==> config.mk <==
export PLATFORM = sky130hd
export DESIGN_NAME = pll_reprog_seq
export DESIGN_NICKNAME = d
export VERILOG_FILES = /design/src/rtl/pll_seq_pkg.sv /design/src/rtl/pll_seq_fmt.sv /design/src/rtl/pll_seq_lock_timer.sv /design/src/rtl/pll_reprog_seq.sv
export SDC_FILE = /design/constraint.sdc
export NUM_CORES = 1
export LEC_CHECK = 0
export BUFFER_PORTS_ARGS = -buffer_cell sky130_fd_sc_hd__buf_2
export CAP_MARGIN = 40
export CORE_MARGIN = 1.5
export CORE_UTILIZATION = 52
export CTS_CLUSTER_SIZE = 30
export DETAILED_ROUTE_END_ITERATION = 10
export GPL_ROUTABILITY_DRIVEN = 0
export PLACE_DENSITY_LB_ADDON = 0.08
export RECOVER_POWER = 25
export SYNTH_ARGS = -nofsm -noshare
export SYNTH_HDL_FRONTEND = slang
export SYNTH_HIERARCHICAL = 1
export SYNTH_SLANG_ARGS = --single-unit
==> constraint.sdc <==
create_clock -name clk_i -period 3.22 [get_ports clk_i]
set_input_delay 0.161 -clock clk_i [delete_from_list [all_inputs] [get_ports clk_i]]
set_output_delay 0.161 -clock clk_i [all_outputs]
set_load 0.01 [all_outputs]
==> src/rtl/pll_seq_pkg.sv <==
package pll_seq_pkg;
  localparam int FB_W     = 12;
  localparam int PD_W     = 3;
  localparam int REF_W    = 6;
  localparam int FRAC_W   = 24;
  localparam int WORD_W   = 32;
  localparam int MASK_LSB = 16;
  localparam int PD1_LSB  = 12;
  localparam int PD2_LSB  = 6;
  localparam int DSM_BIT  = 12;
  localparam int LOCK_BIT = 10;

  localparam logic [1:0] A_CON0 = 2'd0;
  localparam logic [1:0] A_CON1 = 2'd1;
  localparam logic [1:0] A_CON2 = 2'd2;
  localparam logic [1:0] A_MODE = 2'd3;

  localparam logic [1:0] MODE_SLOW = 2'd0;
  localparam logic [1:0] MODE_NORM = 2'd1;

  typedef struct packed {
    logic [FB_W-1:0]   fbdiv;
    logic [PD_W-1:0]   pd1;
    logic [REF_W-1:0]  refdiv;
    logic [PD_W-1:0]   pd2;
    logic              dsmpd;
    logic [FRAC_W-1:0] frac;
  } pll_cfg_t;

  typedef enum logic [3:0] {
    S_IDLE, S_RD0, S_RD1, S_RD2, S_RDM, S_CMP, S_BYP, S_WR0,
    S_WR1, S_FRD, S_FWR, S_POLL, S_PCHK, S_RST, S_DONE
  } seq_state_e;
endpackage

==> src/rtl/pll_seq_fmt.sv <==
module pll_seq_fmt
  import pll_seq_pkg::*;
(
  input  pll_cfg_t                  cfg_i,
  input  logic [WORD_W-FRAC_W-1:0]  hi_i,
  output logic [WORD_W-1:0]         con0_o,
  output logic [WORD_W-1:0]         con1_o,
  output logic [WORD_W-1:0]         con2_o
);
  localparam logic [15:0] MASK0 = 16'((32'd1 << (PD1_LSB + PD_W)) - 1);
  localparam logic [15:0] MASK1 = 16'(((32'd1 << REF_W) - 1)
                                    | (((32'd1 << PD_W) - 1) << PD2_LSB)
                                    | (32'd1 << DSM_BIT));

  always_comb begin
    con0_o = '0;
    con0_o[MASK_LSB +: 16]   = MASK0;
    con0_o[FB_W-1:0]         = cfg_i.fbdiv;
    con0_o[PD1_LSB +: PD_W]  = cfg_i.pd1;

    con1_o = '0;
    con1_o[MASK_LSB +: 16]   = MASK1;
    con1_o[REF_W-1:0]        = cfg_i.refdiv;
    con1_o[PD2_LSB +: PD_W]  = cfg_i.pd2;
    con1_o[DSM_BIT]          = cfg_i.dsmpd;

    con2_o = {hi_i, cfg_i.frac};
  end
endmodule

==> src/rtl/pll_seq_lock_timer.sv <==
module pll_seq_lock_timer #(
  parameter int unsigned LOCK_POLLS = 24000000
) (
  input  logic clk_i,
  input  logic rst_ni,
  input  logic load_i,
  input  logic dec_i,
  output logic last_o
);
  localparam int CNT_W = $clog2(LOCK_POLLS + 1);
  localparam logic [CNT_W-1:0] CNT_INIT = CNT_W'(LOCK_POLLS);

  logic [CNT_W-1:0] cnt_q;

  always_ff @(posedge clk_i or negedge rst_ni) begin
    if (!rst_ni)      cnt_q <= '0;
    else if (load_i)  cnt_q <= CNT_INIT;
    else if (dec_i)   cnt_q <= cnt_q - 1'b1;
  end

  assign last_o = (cnt_q == CNT_W'(1));

  p_cnt_bound_r5: assert property (@(posedge clk_i) disable iff (!rst_ni)
    cnt_q <= CNT_INIT);
  p_dec_live_r5: assert property (@(posedge clk_i) disable iff (!rst_ni)
    dec_i |-> (cnt_q > CNT_W'(1)));
endmodule

==> src/rtl/pll_reprog_seq.sv <==
module pll_reprog_seq
  import pll_seq_pkg::*;
#(
  parameter int unsigned LOCK_POLLS = 24000000
) (
  input  logic              clk_i,
  input  logic              rst_ni,
  input  logic              start_i,
  input  logic              sync_i,
  input  logic [FB_W-1:0]   fbdiv_i,
  input  logic [PD_W-1:0]   postdiv1_i,
  input  logic [REF_W-1:0]  refdiv_i,
  input  logic [PD_W-1:0]   postdiv2_i,
  input  logic              dsmpd_i,
  input  logic [FRAC_W-1:0] frac_i,
  output logic              busy_o,
  output logic              done_o,
  output logic              err_o,
  output logic              reg_we_o,
  output logic              reg_re_o,
  output logic [1:0]        reg_addr_o,
  output logic [WORD_W-1:0] reg_wdata_o,
  input  logic [WORD_W-1:0] reg_rdata_i
);
  localparam logic [15:0] MODE_MASK = 16'h0003;

  seq_state_e  state_q, state_d;
  pll_cfg_t    new_q, old_q, cfg_in;
  logic        sync_q, remux_q, rolled_q, err_q;
  logic        lock, last, pchk;
  logic [WORD_W-1:0] con0, con1, con2;

  always_comb begin
    cfg_in.fbdiv  = fbdiv_i;
    cfg_in.pd1    = postdiv1_i;
    cfg_in.refdiv = refdiv_i;
    cfg_in.pd2    = postdiv2_i;
    cfg_in.dsmpd  = dsmpd_i;
    cfg_in.frac   = frac_i;
  end

  pll_seq_fmt u_fmt (
    .cfg_i  (new_q),
    .hi_i   (reg_rdata_i[WORD_W-1:FRAC_W]),
    .con0_o (con0),
    .con1_o (con1),
    .con2_o (con2)
  );

  assign lock = reg_rdata_i[LOCK_BIT];
  assign pchk = (state_q == S_PCHK);

  pll_seq_lock_timer #(.LOCK_POLLS(LOCK_POLLS)) u_timer (
    .clk_i  (clk_i),
    .rst_ni (rst_ni),
    .load_i (state_q == S_WR0),
    .dec_i  (pchk && !lock && !last),
    .last_o (last)
  );

  always_comb begin
    state_d = state_q;
    case (state_q)
      S_IDLE: if (start_i) state_d = S_RD0;
      S_RD0:  state_d = S_RD1;
      S_RD1:  state_d = S_RD2;
      S_RD2:  state_d = S_RDM;
      S_RDM:  state_d = S_CMP;
      S_CMP: begin
        if (sync_q && (old_q == new_q))          state_d = S_DONE;
        else if (reg_rdata_i[1:0] == MODE_NORM)  state_d = S_BYP;
        else                                     state_d = S_WR0;
      end
      S_BYP:  state_d = S_WR0;
      S_WR0:  state_d = S_WR1;
      S_WR1:  state_d = S_FRD;
      S_FRD:  state_d = S_FWR;
      S_FWR:  state_d = S_POLL;
      S_POLL: state_d = S_PCHK;
      S_PCHK: begin
        if (lock || (last && rolled_q)) state_d = remux_q ? S_RST : S_DONE;
        else if (last)                  state_d = S_WR0;
        else                            state_d = S_POLL;
      end
      S_RST:  state_d = S_DONE;
      S_DONE: state_d = S_IDLE;
      default: state_d = S_IDLE;
    endcase
  end

  always_ff @(posedge clk_i or negedge rst_ni) begin
    if (!rst_ni) begin
      state_q  <= S_IDLE;
      new_q    <= '0;
      old_q    <= '0;
      sync_q   <= 1'b0;
      remux_q  <= 1'b0;
      rolled_q <= 1'b0;
      err_q    <= 1'b0;
    end else begin
      state_q <= state_d;
      case (state_q)
        S_IDLE: if (start_i) begin
          new_q    <= cfg_in;
          sync_q   <= sync_i;
          err_q    <= 1'b0;
          rolled_q <= 1'b0;
          remux_q  <= 1'b0;
        end
        S_RD1: begin
          old_q.fbdiv <= reg_rdata_i[FB_W-1:0];
          old_q.pd1   <= reg_rdata_i[PD1_LSB +: PD_W];
        end
        S_RD2: begin
          old_q.refdiv <= reg_rdata_i[REF_W-1:0];
          old_q.pd2    <= reg_rdata_i[PD2_LSB +: PD_W];
          old_q.dsmpd  <= reg_rdata_i[DSM_BIT];
        end
        S_RDM:  old_q.frac <= reg_rdata_i[FRAC_W-1:0];
        S_CMP:  remux_q <= (reg_rdata_i[1:0] == MODE_NORM);
        S_PCHK: if (!lock && last) begin
          err_q <= 1'b1;
          if (!rolled_q) begin
            rolled_q <= 1'b1;
            new_q    <= old_q;
          end
        end
        default: ;
      endcase
    end
  end

  always_comb begin
    reg_we_o    = 1'b0;
    reg_re_o    = 1'b0;
    reg_addr_o  = A_CON0;
    reg_wdata_o = '0;
    case (state_q)
      S_RD0:  begin reg_re_o = 1'b1; reg_addr_o = A_CON0; end
      S_RD1:  begin reg_re_o = 1'b1; reg_addr_o = A_CON1; end
      S_RD2:  begin reg_re_o = 1'b1; reg_addr_o = A_CON2; end
      S_RDM:  begin reg_re_o = 1'b1; reg_addr_o = A_MODE; end
      S_BYP:  begin reg_we_o = 1'b1; reg_addr_o = A_MODE;
                    reg_wdata_o = {MODE_MASK, 14'd0, MODE_SLOW}; end
      S_WR0:  begin reg_we_o = 1'b1; reg_addr_o = A_CON0; reg_wdata_o = con0; end
      S_WR1:  begin reg_we_o = 1'b1; reg_addr_o = A_CON1; reg_wdata_o = con1; end
      S_FRD:  begin reg_re_o = 1'b1; reg_addr_o = A_CON2; end
      S_FWR:  begin reg_we_o = 1'b1; reg_addr_o = A_CON2; reg_wdata_o = con2; end
      S_POLL: begin reg_re_o = 1'b1; reg_addr_o = A_CON1; end
      S_RST:  begin reg_we_o = 1'b1; reg_addr_o = A_MODE;
                    reg_wdata_o = {MODE_MASK, 14'd0, MODE_NORM}; end
      default: ;
    endcase
  end

  assign busy_o = (state_q != S_IDLE);
  assign done_o = (state_q == S_DONE);
  assign err_o  = err_q;

  p_done_busy_r1: assert property (@(posedge clk_i) disable iff (!rst_ni)
    done_o |-> busy_o);
  p_busy_hold_r1: assert property (@(posedge clk_i) disable iff (!rst_ni)
    (busy_o && !done_o) |=> busy_o);
  p_start_ignored_r10: assert property (@(posedge clk_i) disable iff (!rst_ni)
    (busy_o && start_i && !pchk) |=> $stable(new_q));
  p_restore_only_r8: assert property (@(posedge clk_i) disable iff (!rst_ni)
    (reg_we_o && reg_addr_o == A_MODE && reg_wdata_o[1:0] == MODE_NORM) |-> remux_q);
  p_no_third_r7: assert property (@(posedge clk_i) disable iff (!rst_ni)
    (pchk && !lock && last && rolled_q) |=> (state_q != S_WR0));
  p_skip_silent_r9: assert property (@(posedge clk_i) disable iff (!rst_ni)
    (state_q == S_CMP && sync_q && old_q == new_q) |=> (!reg_we_o && done_o));
endmodule

==> metrics.md, run 1 <==
| Metric | Value |
|---|---|
| Mean Syn Cell Area | `about 10 sq um` |
| Status | `complete, no violations` |
| Post-Synth XOR/XNOR Area | `under 10%` |
| Clock transition at the registers of the reported paths | `roughly 0.050 ns` |
| Grt ovf | `0` |
| Post-synthesis simple-gate area fraction | `11.72%` |
| Final setup viols | `0` |
| Slowest CP cell | `or4_4` |
| Register bit count reported by yosys | `130` |
| Die ar. | `approximately 16,000 sq um` |
| CP Depth | `10` |
| Required time worst endpoint | `3.49 ns` |
| Drt wl/cell | `18.20 um` |
| ANT nets after route | `0` |
| Core Rows | `44` |
| VDD IR-drop max | `about 370 uV` |
| Worst clock skew | `roughly 0.0071 ns` |
| CORE AREA | `14,590 sq um` |
| RSZ-0062 raised after global routing | `false` |
| Post-synthesis mux area share | `13.93%` |
| Top cells by count, synth | `dfrtp_1 (130), buf_4 (105), nand2_1 (62)` |
| Crit path launch type | `flop` |
| Worst reg2reg endpoint | `new_q[45]` |
| Fmax | `331.8 MHz` |
| LEAKAGE | `roughly 3.9 nW` |
| CTS tree | `built` |
| First-pass GRT wire length | `31.21 mm` |
| Crit path setup slack, layout | `roughly 0.21 ns` |
| Async S/R FF share, synth | `100.0%` |
| Vias | `5,820` |
| Layout cell share with drive strength beyond 1 | `between 20% and 30%` |
| Final max-slew violation count | `0` |
| Crit path top cell by count | `buf_4` |
| Final worst path period share | `between 90% and 100%` |
| Cell area after synthesis | `~8000 sq um` |
| FF-to-FF Start | `u_timer/cnt_q[13]` |
| Worst-path cell chain | `or4_4, or3_4, nor4b_1, buf_4, nor3b_1, buf_4, a21boi_4, buf_12, nand2_1, o21ai_0` |
| Reg2Reg Depth | `10` |
| Fillers | `roughly 1,300` |
| Residual DRC | `0` |
| Max-slew headroom at the worst pin | `between 10% and 20%` |
| I/O pin count | `roughly 120` |
| Post-synthesis sequential area ratio | `41.86%` |
| Largest family of logic cells by synthesized area | `buffers and inverters` |
| Synth Flop Type | `dfrtp_1` |
| Worst skew pair latency | `between 0.4 and 0.5 ns` |
| Nets | `935` |
| CP Buf/Inv Count | `3` |
| Synth Area in Compound Gates | `between 10% and 20%` |
| Largest net degree at the start of global routing | `between 90 and 100` |
| Worst slew pin tran | `about 1.3 ns` |
| Synth area leaders | `dfrtp_1 (42%), buf_4 (10%), mux2_2 (7.1%), mux2i_1 (6.8%), xnor2_1 (5.6%)` |
| Final HPWL DP | `12.66 mm` |
| Post-synth EDFFs | `0` |
| Crit path DAT | `around 3.3 ns` |
| Yosys warns | `6` |
| Placed insts | `between 900 and 1,000` |
| Flop2flop setup slack | `between 0.2 and 0.25 ns` |
| Die W | `125.3 um` |
| Worst Hold Class | `in2reg` |
| Clock Tree Buf Depth | `2` |
| Vias in the first global route | `just under 6,000` |
| Htree depth | `4` |
| Minimum clock period after layout | `between 3 and 4 ns` |
| Post-route design area | `between 8000 and 9000 sq um` |
| Die H | `approximately 130 um` |
| Adder-Cell Fraction of Synth Area | `less than 1%` |
| PD cells | `a little under 900 nW/um^2` |
| Drt first pass iters | `6` |
| Placed Area | `~8000 sq um` |
| CTS buffer count | `17` |
| Setup TNS | `0 ns` |
| Fin cells | `between 1,000 and 1,500` |
| Max-cap violations | `0` |
| Design Power | `approximately 8 mW` |
| CP Capture Type | `flop` |
| Synth top area share | `41.86%` |
| Port Buffers | `~120` |
| Root Driver | `clkbuf_16` |
| Crit Path Class | `reg2reg` |
| Via density | `approximately 5.6` |
| Dominant cell by count in the synthesized netlist | `dfrtp_1` |
| Detailed Route WL | `~19 mm` |
| Clock sink total | `130` |
| Starting Density | `between 50% and 60%` |
| Initial antenna violation count | `1` |
| End point of the critical path | `new_q[45]` |
| DR iter-0 viols | `between 600 and 700` |
| Post-CTS Setup Bufs | `0` |
| Crit-path max FO | `~100` |
| Cells after Synth | `between 700 and 800` |
| Cell family with most CP delay | `simple AND/OR/NAND/NOR gates` |
| Layout overhead on the synthesized area | `11.88%` |
| Crit-path max cell delay | `~0.56 ns` |
| Post-synth top area cell | `dfrtp_1` |
| Setup WS pre-CTS | `about 0.20 ns` |
| Final hold vios | `0` |
| Yosys cell types | `53` |
| Crit path launch | `u_timer/cnt_q[13]` |
| GRT Total Usage | `25.34%` |
-- routing by layer --
metal  global-route usage (%)  up-vias  routed length, um
met2                    38.70      191               8850
met1                    36.97     2853               8942
met3                    4.579       19                962
met4                    7.620        0                264
li1                         -     2757                  -
met5                        0        -                  0
-- layout make-up --
type,count,area [sq um],share of cell area [%]
clock inverter,5,25.02,0.2878
tap,184,230.2,2.648
antenna,1,2.502,0.02878
clock buffer,26,519.2,5.972
sequential,130,3253,37.42
timing repair buffer,156,924.6,10.63
multi-input combinational,505,3597,41.37
inverter,38,142.6,1.641
-- cell families after synthesis --
| logic type | after synthesis |
|---|---|
| muxes | 102 |
| xor gates and xnor gates | 58 |
| and+or+nand+nor | 173 |
| DFF | 130 |
| AOI/OAI and AO/OA | 131 |
| buffers and inverters | 176 |
| other | 2 |
| adders and majority gates | 2 |
-- stage by stage --
stage / hold WS (ns) / util [%]
after floorplan: -0.1346 / -
after global placement: 0.2355 / 54.76
after detailed placement: 0.2433 / 54.90
after CTS: 0.0004461 / 59.66
after global routing: 0.005956 / 59.60
final: 0.01458 / 59.60
-- cell usage in the layout, fill, tap and decap left out, types with 15 or more instances in the layout --
master | Yosys | final
conb_1 | 2 | 39
o21ai_0 | 50 | 50
inv_1 | 37 | 37
buf_4 | 105 | 15
mux2i_1 | 53 | 53
nand2_1 | 62 | 62
a222oi_1 | 30 | 30
dfrtp_1 | 130 | 130
nor2_1 | 22 | 20
buf_2 | 14 | 121
mux2_2 | 49 | 49
clkbuf_16 | 0 | 17
dlygate4sd3_1 | 0 | 15
xnor2_1 | 50 | 50
-- what timing repair did --
item                                    in CTS  in global routing
hold endpoints to repair                    67                  0
hold buffers                                15                  0
endpoints found under the setup margin       0                 13
gates resized for setup                      0                  1
-- worst min path at each step --
stage                    from        end  slack, ns  depth (start not counted)
2_1_floorplan          rst_ni      err_o      -0.13                          0
3_3_place_gp           rst_ni  new_q[30]       0.24                          1
3_5_place_dp           rst_ni  new_q[30]       0.24                          1
4_1_cts        reg_rdata_i[2]   old_q[2]     0.0004                          2
5_1_grt        reg_rdata_i[3]  old_q[31]      0.006                          2
6_report       reg_rdata_i[2]   old_q[2]       0.01                          2
-- sequential cells by signal, summed over array words and instances, names as in the netlist --
| name | cells |
|---|---|
| remux_q | 1 |
| state_q | 4 |
| sync_q | 1 |
| new_q | 49 |
| u_timer/cnt_q | 25 |
| err_o | 1 |
| old_q | 49 |
-- power by group --
part	switching (mW)	internal [mW]
Clock	0.673	1.10
Combinational	1.59	1.42
Sequential	0.660	2.34
Note: power is estimated with default switching activity, not from simulation.
==> run 2, diff against run 1 <==
--- a/config.mk
+++ b/config.mk
@@ -5,15 +5,17 @@
 export SDC_FILE = /design/constraint.sdc
 export NUM_CORES = 1
 export LEC_CHECK = 0
-export BUFFER_PORTS_ARGS = -buffer_cell sky130_fd_sc_hd__buf_2
+export BUFFER_PORTS_ARGS = -buffer_cell sky130_fd_sc_hd__buf_4
 export CAP_MARGIN = 40
 export CORE_MARGIN = 1.5
 export CORE_UTILIZATION = 52
 export CTS_CLUSTER_SIZE = 30
 export DETAILED_ROUTE_END_ITERATION = 10
 export GPL_ROUTABILITY_DRIVEN = 0
+export HOLD_SLACK_MARGIN = 0.03
 export PLACE_DENSITY_LB_ADDON = 0.08
 export RECOVER_POWER = 25
+export SLEW_MARGIN = 20
 export SYNTH_ARGS = -nofsm -noshare
 export SYNTH_HDL_FRONTEND = slang
 export SYNTH_HIERARCHICAL = 1
==> metrics.md, run 2 (synthesis gave the netlist of run 1 again) <==
| Metric | Value |
|---|---|
| Grt ovf | `0` |
| Die H | `125.3 um` |
| PD cells | `between 800 and 900 nW/um^2` |
| Clock Tree Buf Depth | `2` |
| Port Buffers | `123` |
| Crit-path max FO | `15` |
| Final setup viols | `0` |
| First-pass GRT wire length | `31.42 mm` |
| Sw Ratio | `a little under two fifths` |
| Layout cell share with drive strength beyond 1 | `a little over a quarter` |
| Final HPWL DP | `12.86 mm` |
| Root Driver | `clkbuf_16` |
| CP Buf/Inv Count | `1` |
| VDD IR-drop max | `between 300 and 400 uV` |
| Die ar. | `about 16,000 sq um` |
| Most frequent cells in the layout | `buf_4 (134), dfrtp_1 (130), nand2_1 (62)` |
| Nets | `958` |
| Fmax | `about 330 MHz` |
| Design Power | `between 7 and 8 mW` |
| GRT Total Usage | `around a quarter` |
| Largest net degree at the start of global routing | `99` |
| Post-CTS Setup Bufs | `0` |
| Layout overhead on the synthesized area | `19.21%` |
| Final max-slew violation count | `0` |
| Crit path top cell by count | `nand3_1` |
| ANT nets after route | `0` |
| Internal power | `roughly 5.0 mW` |
| Sequential power share | `a little under two fifths` |
| Final worst path period share | `93.43%` |
| Crit path setup slack, layout | `0.2114 ns` |
| Clock power frac | `between 20% and 30%` |
| Crit Path Class | `reg2reg` |
| Crit path launch type | `flop` |
| Worst skew pair latency | `between 0.4 and 0.5 ns` |
| Switching pwr | `just under 3 mW` |
| CP Capture Type | `flop` |
| CTS tree | `built` |
| Via density | `5.558` |
| Drt first pass iters | `7` |
| LEAKAGE | `about 4.1 nW` |
| Starting Density | `53.27%` |
| Setup TNS | `0 ns` |
| CP Depth | `9` |
| Worst slew pin tran | `between 1 and 1.5 ns` |
| Cell family with most CP delay | `simple AND/OR/NAND/NOR gates` |
| Worst clock skew | `0.008496 ns` |
| DR iter-0 viols | `about 500` |
| Clock sink total | `130` |
| WHS | `about 0.043 ns` |
| Residual DRC | `0` |
| Max-slew headroom at the worst pin | `roughly 9.9%` |
| Biggest regs | `new_q x49, old_q x49, u_timer/cnt_q x25` |
| Reg2Reg Depth | `9` |
| Worst Hold Class | `in2reg` |
| CORE AREA | `about 15,000 sq um` |
| Hold Path Depth | `3` |
| Detailed Route WL | `just under 20 mm` |
| Slowest CP cell | `or4_4` |
| Core Rows | `44` |
| Minimum clock period after layout | `3.009 ns` |
| Crit path DAT | `roughly 3.3 ns` |
| I/O pin count | `around 120` |
| Drt wl/cell | `roughly 18 um` |
| Initial antenna violation count | `1` |
| Die W | `between 100 and 150 um` |
| Required time worst endpoint | `~3.5 ns` |
| Vias in the first global route | `~5,900` |
| Crit-path max cell delay | `between 0.5 and 0.6 ns` |
| Combinational share of power | `about two fifths` |
| Layout Utilization | `63.50%` |
| Final hold vios | `0` |
| CTS buffer count | `17` |
| Fillers | `between 1,000 and 1,500` |
| Max-cap violations | `0` |
| Htree depth | `4` |
| Clock transition at the registers of the reported paths | `~0.060 ns` |
| Worst-path cell chain | `or4_4, or3_4, nor4b_1, buf_4, nor3b_2, o21a_1, nand3_1, or4_1, nand3_1` |
| Setup WS pre-CTS | `about 0.19 ns` |
| Status | `complete, no violations` |
| Commonest non-fill, non-tap cell in the layout | `buf_4` |
| Vias | `approximately 5,900` |
run 2: final timing paths:
check / from / end / slack [ns]
worst min register to register: new_q[17] / new_q[17] / 0.53
max in group asynchronous: rst_ni / state_q[0] / 0.78
worst min-delay path: frac_i[19] / new_q[19] / 0.04
worst max-delay path: u_timer/cnt_q[13] / u_timer/cnt_q[12] / 0.21
min in group asynchronous: rst_ni / new_q[43] / 0.59
worst max register to register: u_timer/cnt_q[13] / u_timer/cnt_q[12] / 0.21
run 2: power groups by stage:
stage               logic, mW  clock network, mW  registers (mW)
CTS                      3.15               1.90            2.99
detailed placement       3.09                  0            3.01
finish                   3.12               1.87            3.00
floorplan                2.56                  0            2.86
global placement         3.00                  0            2.97
global route             3.44               1.98            3.10
run 2: what timing repair did:
action | 4_1_cts | 5_1_grt
resized for setup | 0 | 1
setup endpoints to repair | 0 | 9
hold endpoints to repair | 117 | 0
hold buffers | 40 | 0
run 2: final cells by class:
type | count | area [sq um] | share of cell area (%)
Tap cell | 184 | 230.2 | 2.485
Multi-Input combinational cell | 505 | 3597 | 38.83
Inverter | 38 | 142.6 | 1.540
Clock buffer | 24 | 471.7 | 5.092
Timing Repair Buffer | 179 | 1463 | 15.79
Antenna cell | 1 | 2.502 | 0.02701
Clock inverter | 8 | 103.9 | 1.121
Sequential cell | 130 | 3253 | 35.12
run 2: metal layers:
metal | routed length, um | up-vias | track usage (%)
li1 | - | 2793 | -
met1 | 8637 | 2925 | 34.71
met3 | 1055 | 31 | 5.135
met2 | 9095 | 193 | 40.60
met5 | 0 | - | 0
met4 | 445 | 0 | 9.158
run 2: worst register-to-register path: cells and delay by family, from the launching register on:
| family | cells | cell delay, ns |
|---|---|---|
| flops | 1 | 0.40 |
| simple gates | 7 | 2.08 |
| buf+inv | 1 | 0.19 |
| compound gates | 1 | 0.20 |
run 2: through the flow:
step | instance area [sq um] | cells
after floorplan | 7910 | 811
after global placement | 8279 | 995
after detailed placement | 8299 | 996
after CTS | 9275 | 1068
after global routing | 9264 | 1069
final | 9264 | 1069
